<file path="config.mk">
export PLATFORM = sky130hd
export DESIGN_NAME = sdram_init_seq
export DESIGN_NICKNAME = d
export VERILOG_FILES = /design/src/rtl/sinit_pkg.sv /design/src/rtl/sinit_timer.sv /design/src/rtl/sinit_fsm.sv /design/src/rtl/sinit_cmd_reg.sv /design/src/rtl/sdram_init_seq.sv
export SDC_FILE = /design/constraint.sdc
export NUM_CORES = 1
export LEC_CHECK = 0
export ABC_AREA = 1
export BUFFER_PORTS_ARGS = -buffer_cell sky130_fd_sc_hd__buf_4
export CORE_MARGIN = 4
export CORE_UTILIZATION = 40
export CTS_BUF_LIST = sky130_fd_sc_hd__clkbuf_16
export DETAILED_ROUTE_END_ITERATION = 10
export PLACE_DENSITY = 0.57
export REMOVE_ABC_BUFFERS = 1
export SYNTH_ARGS = -nofsm -noshare
export SYNTH_HDL_FRONTEND = slang
export SYNTH_SLANG_ARGS = --single-unit
export TNS_END_PERCENT = 1
</file>
<file path="constraint.sdc">
create_clock -name clk -period 2.2 [get_ports clk]
set_input_delay 0.22 -clock clk [delete_from_list [all_inputs] [get_ports clk]]
set_output_delay 0.22 -clock clk [all_outputs]
set_load 0.1 [all_outputs]
</file>
<file path="src/rtl/sinit_pkg.sv">
package sinit_pkg;

  // {cs_n, ras_n, cas_n, we_n}
  typedef enum logic [3:0] {
    CMD_LMR = 4'b0000,
    CMD_REF = 4'b0001,
    CMD_PRE = 4'b0010,
    CMD_NOP = 4'b0111
  } sd_cmd_e;

  typedef enum logic [2:0] {
    ST_PWRUP = 3'd0,
    ST_PRE   = 3'd1,
    ST_REF   = 3'd2,
    ST_LMR   = 3'd3,
    ST_DONE  = 3'd4
  } init_st_e;

  function automatic sd_cmd_e cmd_for(init_st_e s);
    case (s)
      ST_PRE:  return CMD_PRE;
      ST_REF:  return CMD_REF;
      ST_LMR:  return CMD_LMR;
      default: return CMD_NOP;
    endcase
  endfunction

endpackage

</file>
<file path="src/rtl/sinit_timer.sv">
module sinit_timer #(
  parameter int CW = 8
) (
  input  logic          clk,
  input  logic          rst,
  input  logic [CW-1:0] rst_val,
  input  logic          load,
  input  logic [CW-1:0] load_val,
  output logic [CW-1:0] cnt_d,
  output logic          zero
);
  logic [CW-1:0] cnt_q;

  always_comb begin
    if (rst)              cnt_d = rst_val;
    else if (load)        cnt_d = load_val;
    else if (cnt_q != '0) cnt_d = cnt_q - 1'b1;
    else                  cnt_d = cnt_q;
  end

  always_ff @(posedge clk) cnt_q <= cnt_d;

  assign zero = (cnt_q == '0);

  // a running window only ends through a count-down step, never a jump
  a_r2_no_skip: assert property (@(posedge clk) disable iff (rst)
    (!zero && !load) |=> (cnt_q == $past(cnt_q) - 1'b1) || $past(rst));

endmodule

</file>
<file path="src/rtl/sinit_fsm.sv">
module sinit_fsm
  import sinit_pkg::*;
#(
  parameter int CW        = 8,
  parameter int RW        = 2,
  parameter int TRP_CYC   = 2,
  parameter int TRFC_CYC  = 7,
  parameter int TMRD_CYC  = 2,
  parameter int REF_COUNT = 2
) (
  input  logic          clk,
  input  logic          rst,
  input  logic          tmr_zero,
  output init_st_e      st_d,
  output logic          issue_d,
  output logic          load,
  output logic [CW-1:0] load_val
);
  localparam logic [CW-1:0] TRP_LD  = CW'(TRP_CYC - 1);
  localparam logic [CW-1:0] TRFC_LD = CW'(TRFC_CYC - 1);
  localparam logic [CW-1:0] TMRD_LD = CW'(TMRD_CYC - 1);
  localparam logic [RW-1:0] REF_LD  = RW'(REF_COUNT - 1);

  init_st_e      st_q;
  logic [RW-1:0] refs_q, refs_d;

  always_comb begin
    st_d     = st_q;
    refs_d   = refs_q;
    issue_d  = 1'b0;
    load     = 1'b0;
    load_val = '0;
    if (rst) begin
      st_d   = ST_PWRUP;
      refs_d = '0;
    end else if (tmr_zero) begin
      case (st_q)
        ST_PWRUP: begin
          st_d = ST_PRE;  load = 1'b1; load_val = TRP_LD;  issue_d = 1'b1;
        end
        ST_PRE: begin
          st_d = ST_REF;  load = 1'b1; load_val = TRFC_LD; issue_d = 1'b1;
          refs_d = REF_LD;
        end
        ST_REF: begin
          load = 1'b1; issue_d = 1'b1;
          if (refs_q == '0) begin
            st_d = ST_LMR; load_val = TMRD_LD;
          end else begin
            refs_d = refs_q - 1'b1; load_val = TRFC_LD;
          end
        end
        ST_LMR:  st_d = ST_DONE;
        default: st_d = ST_DONE;
      endcase
    end
  end

  always_ff @(posedge clk) begin
    st_q   <= st_d;
    refs_q <= refs_d;
  end

  // remaining-refresh count never exceeds the programmed number
  a_r5_refs_range: assert property (@(posedge clk) disable iff (rst)
    refs_q <= REF_LD);

  // completion is terminal until reset
  a_r7_done_terminal: assert property (@(posedge clk) disable iff (rst)
    (st_q == ST_DONE) |=> (st_q == ST_DONE));

endmodule

</file>
<file path="src/rtl/sinit_cmd_reg.sv">
module sinit_cmd_reg
  import sinit_pkg::*;
#(
  parameter int           CW         = 8,
  parameter int           AW         = 11,
  parameter int           BA_W       = 2,
  parameter int           AP_BIT     = 10,
  parameter int           PWRUP_CYC  = 10000,
  parameter int           CKE_AT_CYC = 5000,
  parameter logic [AW-1:0] MODE_WORD = 11'h032
) (
  input  logic            clk,
  input  logic            rst,
  input  init_st_e        st_d,
  input  logic            issue_d,
  input  logic [CW-1:0]   cnt_d,
  output logic            cke_q,
  output logic [3:0]      cmd_q,
  output logic [BA_W-1:0] ba_q,
  output logic [AW-1:0]   addr_q,
  output logic            done_q
);
  // count value at which CKE must be high inside the power-up window
  localparam logic [CW-1:0] CKE_LIM  = CW'(PWRUP_CYC - 1 - CKE_AT_CYC);
  localparam logic [AW-1:0] PRE_ADDR = AW'(1) << AP_BIT;

  logic            cke_d, done_d;
  logic [3:0]      cmd_d;
  logic [AW-1:0]   addr_d;

  always_comb begin
    cmd_d  = issue_d ? cmd_for(st_d) : CMD_NOP;
    addr_d = '0;
    if (issue_d && st_d == ST_PRE) addr_d = PRE_ADDR;
    if (issue_d && st_d == ST_LMR) addr_d = MODE_WORD;
    cke_d  = !rst && ((st_d != ST_PWRUP) || (cnt_d <= CKE_LIM));
    done_d = !rst && (st_d == ST_DONE);
  end

  always_ff @(posedge clk) begin
    cke_q  <= cke_d;
    cmd_q  <= cmd_d;
    addr_q <= addr_d;
    ba_q   <= '0;
    done_q <= done_d;
  end

  // with CKE low only NOP may be on the bus
  a_r1_nop_while_cke_low: assert property (@(posedge clk) disable iff (rst)
    !cke_q |-> (cmd_q == CMD_NOP));

  // CKE never falls once raised
  a_r3_cke_hold: assert property (@(posedge clk) disable iff (rst)
    cke_q |=> cke_q);

  // precharge targets all banks
  a_r4_pre_all: assert property (@(posedge clk) disable iff (rst)
    (cmd_q == CMD_PRE) |-> (addr_q == PRE_ADDR) && (ba_q == '0));

  // mode load carries bank 00 and the op-code
  a_r6_lmr_fields: assert property (@(posedge clk) disable iff (rst)
    (cmd_q == CMD_LMR) |-> (addr_q == MODE_WORD) && (ba_q == '0));

  // done stays high and the bus stays idle after completion
  a_r7_done_hold: assert property (@(posedge clk) disable iff (rst)
    done_q |=> done_q && (cmd_q == CMD_NOP));

endmodule

</file>
<file path="src/rtl/sdram_init_seq.sv">
module sdram_init_seq
  import sinit_pkg::*;
#(
  parameter int            AW         = 11,
  parameter int            BA_W       = 2,
  parameter int            AP_BIT     = 10,
  parameter int            PWRUP_CYC  = 10000,
  parameter int            CKE_AT_CYC = 5000,
  parameter int            TRP_CYC    = 2,
  parameter int            TRFC_CYC   = 7,
  parameter int            TMRD_CYC   = 2,
  parameter int            REF_COUNT  = 2,
  parameter logic [AW-1:0] MODE_WORD  = 11'h032
) (
  input  logic            clk,
  input  logic            rst,
  output logic            sd_cke,
  output logic            sd_cs_n,
  output logic            sd_ras_n,
  output logic            sd_cas_n,
  output logic            sd_we_n,
  output logic [BA_W-1:0] sd_ba,
  output logic [AW-1:0]   sd_addr,
  output logic            init_done
);
  localparam int M1   = (PWRUP_CYC > TRP_CYC) ? PWRUP_CYC : TRP_CYC;
  localparam int M2   = (TRFC_CYC > TMRD_CYC) ? TRFC_CYC : TMRD_CYC;
  localparam int MAXC = (M1 > M2) ? M1 : M2;
  localparam int CW   = $clog2(MAXC) + 1;
  localparam int RW   = $clog2(REF_COUNT) + 1;
  localparam logic [CW-1:0] PWRUP_LD = CW'(PWRUP_CYC - 1);

  init_st_e      st_d;
  logic          issue_d, load, tmr_zero;
  logic [CW-1:0] load_val, cnt_d;
  logic [3:0]    cmd_q;

  sinit_timer #(.CW(CW)) u_timer (
    .clk(clk), .rst(rst), .rst_val(PWRUP_LD), .load(load),
    .load_val(load_val), .cnt_d(cnt_d), .zero(tmr_zero)
  );

  sinit_fsm #(
    .CW(CW), .RW(RW), .TRP_CYC(TRP_CYC), .TRFC_CYC(TRFC_CYC),
    .TMRD_CYC(TMRD_CYC), .REF_COUNT(REF_COUNT)
  ) u_fsm (
    .clk(clk), .rst(rst), .tmr_zero(tmr_zero), .st_d(st_d),
    .issue_d(issue_d), .load(load), .load_val(load_val)
  );

  sinit_cmd_reg #(
    .CW(CW), .AW(AW), .BA_W(BA_W), .AP_BIT(AP_BIT), .PWRUP_CYC(PWRUP_CYC),
    .CKE_AT_CYC(CKE_AT_CYC), .MODE_WORD(MODE_WORD)
  ) u_out (
    .clk(clk), .rst(rst), .st_d(st_d), .issue_d(issue_d), .cnt_d(cnt_d),
    .cke_q(sd_cke), .cmd_q(cmd_q), .ba_q(sd_ba), .addr_q(sd_addr),
    .done_q(init_done)
  );

  assign {sd_cs_n, sd_ras_n, sd_cas_n, sd_we_n} = cmd_q;

endmodule

</file>
# Yosys cells after proc, flatten, opt, wreduce, memory -nomap -nowiden
# Index checks and enable logic that the tools add are counted.
[op_classes]
n_addsub = 2
n_lt_le_gt_ge = 1
n_eq_ne = 7
mux = 17
n_reduce_logical = 14
[op_table]
columns = ["op", "count"]
rows = [
  ["$mux 15", 4],
  ["$pmux 15 s3", 1],
  ["$pmux 3 s3", 2],
  ["$le 15x13->1 const B", 1],
  ["$logic_not 15->1", 1],
  ["$reduce_bool 15->1", 1],
  ["$sub 15x1->15 const B", 1],
  ["$mux 3", 4],
  ["$mux 11", 1],
  ["$eq 3x2->1 const B", 3],
  ["$eq 3x1->1 const B", 2],
  ["$logic_and 1x1->1", 4],
  ["$pmux 2 s2", 1],
  ["$eq 3x3->1 const B", 1],
  ["$logic_not 3->1", 1],
  ["$mux 1", 3],
  ["$reduce_and 3->1", 1],
  ["$reduce_bool 3->1", 1],
  ["$reduce_or 3->1", 1],
  ["$logic_not 2->1", 1],
  ["$mux 2", 1],
  ["$ne 2x2->1 const B", 1],
  ["$reduce_bool 2->1", 1],
  ["$sub 2x1->2 const B", 1],
  ["2 further kinds", 2],
]
[totals]
reg_bits = 37
inputBits = 2
output_inout_bits = 19
elab_cells = 48

# Longest topological paths before layout
[depth]
depth_word = 10
depth_mapped = 15
mapped_depth_nobuf = 15

# By module
# Synthesis repeated with hierarchy kept, for this count alone.
[unflattened]
cells_unflattened = 301
hier_area_um2 = 1899.3
[modules_own_cells]
columns = ["module", "n_inst", "cells_each", "area_each_um2", "seq_area_each_um2"]
rows = [
  ["sinit_timer", 1, 203, 1164.9, 300.3],
  ["sinit_fsm", 1, 54, 386.6, 100.1],
  ["sinit_cmd_reg", 1, 42, 340.3, 140.1],
  ["sdram_init_seq", 1, 2, 7.5, 0.0],
]

# Worst setup path after synthesis
# No wires, ideal clock.
[synth_timing]
kind = "reg2reg"
start = "register u_timer.cnt_q[0]"
end = "register u_out.cke_q"
setup_time_ns = 0.120
arrival_time_ns = 1.574
t_required_ns = 2.080
slack_ns = 0.505
path_stages_with_launch = 16
n_path_buf = 0
period_less_slack_ns = 1.695
path_cell_list = "dfxtp_1 inv_1 ha_1 inv_1 nor2_1 nand2_1 nor2_2 nand2_2 nor2_4 nand3b_4 nand2_2 nand3_2 nand2_1 nand3_1 nand2_1 nand3_1"
[synth_between]
elab_chain_cells = 8
word_cells_on_any_way = 15
classes_between = "add/sub: 1; order compare: 1; mux: 8; reduce/logical: 5"
[synth_rtl]
columns = ["item", "line_no", "source"]
rows = [
  ["from (decl)", "sinit_timer.sv:12", "logic [CW-1:0] cnt_q;"],
  ["from (signal assigned)", "sinit_timer.sv:21", "always_ff @(posedge clk) cnt_q <= cnt_d;"],
  ["parallel branches: the longest is 3 deep, another holds $sub 15x1->15", "-", ""],
  ["$mux 15 (*)", "sinit_timer.sv:16", "else if (load) cnt_d = load_val;"],
  ["$mux 15 (*)", "sinit_timer.sv:15", "if (rst) cnt_d = rst_val;"],
  ["via cnt_d[0]", "sdram_init_seq.sv:35", "logic [CW-1:0] load_val, cnt_d;"],
  ["$le 15x13->1 (*)", "sinit_cmd_reg.sv:36", "cke_d = !rst && ((st_d != ST_PWRUP) || (cnt_d <= CKE_LIM));"],
  ["$logic_or 1x1->1 (*)", "sinit_cmd_reg.sv:36", ""],
  ["$logic_and 1x1->1 (*)", "sinit_cmd_reg.sv:36", ""],
  ["via u_out.cke_d", "sinit_cmd_reg.sv:27", "logic cke_d, done_d;"],
  ["to (signal assigned)", "sinit_cmd_reg.sv:41", "cke_q <= cke_d;"],
  ["to (decl)", "sinit_cmd_reg.sv:17", "output logic cke_q,"],
]
# Mark *: on every way through the listed nets, which the timed path passes.
# A chain may end at the register's enable or synchronous reset.

# Worst setup path in the final report
# Ends and elaborated chain as after synthesis.

==> reports/results.tsv <==
metric	value	unit
CTS tree	done	
status	finished clean	
Final Hold Viols	0	
WS Path Type	reg2reg	
hold depth	2	
final setup fails	0	
worst min-delay path class	in2reg	
vias post-DR	1368	
root buffer cell	clkbuf_16	
VDD IR-drop max	0.284	mV
Synth Register Bits	27	
I/O Buffers	10	
largest net degree at the start of global routing	17	
area of the multi-input gates	893	um2
CP startpoint kind	flip-flop	
Top-Level Pins	21	
clk_lat worst skew	260	ps
post-layout minimum cycle time	1960	ps
count of cell types in the netlist	29	
WP data required	2350	ps
syn avg cell area	6.87	um2
final setup TNS	0	ps
worst reg2reg path depth	15	
Avg Vias per Cell	4.58	
iteration-0 DRC count of the detailed router	115	
Max Clock Skew	5.37	ps
element type at the critical path end	flip-flop	
Die X	72.1	um
TritonCTS Buffers	3	
Core Area	0.00400	mm2
# hold bufs at CTS	0	
pwr/cell area	624	mW/mm2
leading register cell type out of synthesis	dfxtp_1	
post-route ant nets	0	
mean routed wirelength per cell	11.6	um
placed cells	295	
maximum capacitance violations	0	
Post-CTS Resized	0	
layout cell share with drive strength beyond 1	0.173	
Slew Limit Fails	0	
post-place setup slack	235	ps
f_max	509	MHz
RSZ-0062 raised after global routing	false	
Die Height	72.1	um
Post-Synthesis Cells	239	
synthesized area	0.00164	mm2
GPL Wtd Cong	0.872	
clk slew on worst S/H paths	70	ps
PnR worst setup slack	237	ps
CP arrival	2110	ps
leakage	0.894	nW
Row Count	23	
layout net count	255	
initial antenna violation count	0	
asr flop ratio synth	0	
Setup Buffers After CTS	0	
FF/Latch Area	541	um2
fin cells	299	
P&R area growth vs syn	9.60	%
first-pass GRT wire length	6.05	mm
routed wire length	3.46	mm
final-layout fill cell count	435	
number of enable flip-flop cells after synthesis	0	
final worst-path cycle share	0.892	
DP HPWL	2.81	mm
iteration count of the initial detailed-routing pass	4	
Total GRT Usage	0.146	
sequential fraction of the synthesis area	0.329	
Initial Utilization	0.411	
CTS H-tree depth	1	
CTS Sinks	27	
# diodes	0	
Die ar.	0.00520	mm2
vias in the first global route	1374	
Max FO, Critical Path	6	
DRC Markers	0	
Yosys warnings	0	
GRT overflow	0	
CTS max path bufs	2	
cell usage after synthesis (2+ instances only):
| master | instances | area share |
|---|---|---|
| nand4_1 | 3 | 0.011 |
| buf_4 | 12 | 0.055 |
| nand3_1 | 20 | 0.061 |
| dfxtp_1 | 27 | 0.33 |
| nor3_1 | 4 | 0.012 |
| ha_1 | 3 | 0.023 |
| nor2_2 | 7 | 0.027 |
| o21ai_1 | 2 | 0.0061 |
| buf_2 | 2 | 0.0061 |
| a21oi_1 | 4 | 0.012 |
| inv_1 | 33 | 0.075 |
| xor2_1 | 2 | 0.011 |
| nor2_1 | 34 | 0.078 |
| nor2_4 | 6 | 0.041 |
| inv_2 | 2 | 0.0046 |
| nand3_2 | 2 | 0.012 |
| nand2_2 | 5 | 0.019 |
| nand3b_1 | 2 | 0.0091 |
| o21ai_0 | 3 | 0.0091 |
| xnor2_1 | 3 | 0.016 |
| nand2_1 | 55 | 0.13 |
where the power goes:
part / internal, W / switching (W) / total, W
combinational: 0.0000395 / 0.000140 / 0.000180
clock: 0.000247 / 0.000177 / 0.000424
sequential: 0.000505 / 0.0000157 / 0.000520
state kept, by name (all words and copies together) (netlist names):
name           count
u_fsm.st_q         3
u_timer.cnt_q     15
u_out.done_q       1
u_out.cke_q        1
u_out.cmd_q        3
u_fsm.refs_q       2
u_out.addr_q       2
kinds of logic (layout without fill, tap and decap cells):
| logic type | count (synthesis) | count (layout) | share of synthesized area |
|---|---|---|---|
| AND/OR/NAND/NOR | 140 | 140 | 0.415 |
| buffers and inverters | 50 | 51 | 0.148 |
| other | 1 | 10 | 0.00228 |
| AO/OA/AOI/OAI | 12 | 12 | 0.0465 |
| flip-flops | 27 | 27 | 0.329 |
| adder cells (fa/ha/maj) | 3 | 3 | 0.0229 |
| XOR/XNOR | 6 | 6 | 0.0366 |
worst max-delay path, stage by stage (launching register included):
cell,delay (ps)
dfxtp_1,340
inv_1,160
ha_1,190
inv_1,40
nor2_1,120
nand2_1,80
nor2_2,120
nand2_2,110
nor2_4,150
nand3b_4,110
nand2_2,90
nand3_2,100
nand2_1,80
nand3_1,60
nand2_1,60
nand3_1,50
layer usage:
layer,global-route usage,share of wire
met1,0.180,0.46
met2,0.252,0.48
met3,0.0291,0.038
met4,0.0480,0.019
met5,0,0
placed cells by master (no fill, tap or decap), types with 2 or more instances in the layout:
cell / n
nand2_1: 55
nand3_2: 2
nor2_1: 34
clkbuf_16: 3
inv_1: 33
inv_2: 2
nand3_1: 20
dfxtp_1: 27
buf_4: 12
conb_1: 10
nor3_1: 4
nand3b_1: 2
xnor2_1: 3
o21ai_1: 2
nand2_2: 5
nor2_4: 6
ha_1: 3
nor2_2: 7
nand4_1: 3
o21ai_0: 3
a21oi_1: 4
xor2_1: 2
metrics by stage:
step           hold WS (ps)  cell area, um2  utilization  total power [W]
3_3_place_gp            485            1720        0.429         0.000712
3_5_place_dp            484            1720        0.429         0.000711
6_report                224            1800        0.450          0.00112
2_1_floorplan           299            1570            -         0.000681
4_1_cts                 224            1800        0.450          0.00114
5_1_grt                 237            1800        0.450          0.00117
cell type report:
cell class | count | share of cell area
Tap cell | 50 | 0.0347
Clock buffer | 3 | 0.0417
Timing Repair Buffer | 12 | 0.0500
Sequential cell | 27 | 0.300
Inverter | 35 | 0.0730
Clock inverter | 1 | 0.00417
Multi-Input combinational cell | 171 | 0.496
path summary, 6_finish.rpt:
check	from	to	slack (ps)
max reg2reg	u_timer.cnt_q[0]	u_out.cke_q	240
min reg2reg	u_fsm.refs_q[0]	u_fsm.refs_q[0]	490
max	u_timer.cnt_q[0]	u_out.cke_q	240
min	rst	u_fsm.refs_q[0]	220
Note: power is estimated with default switching activity, not from simulation.
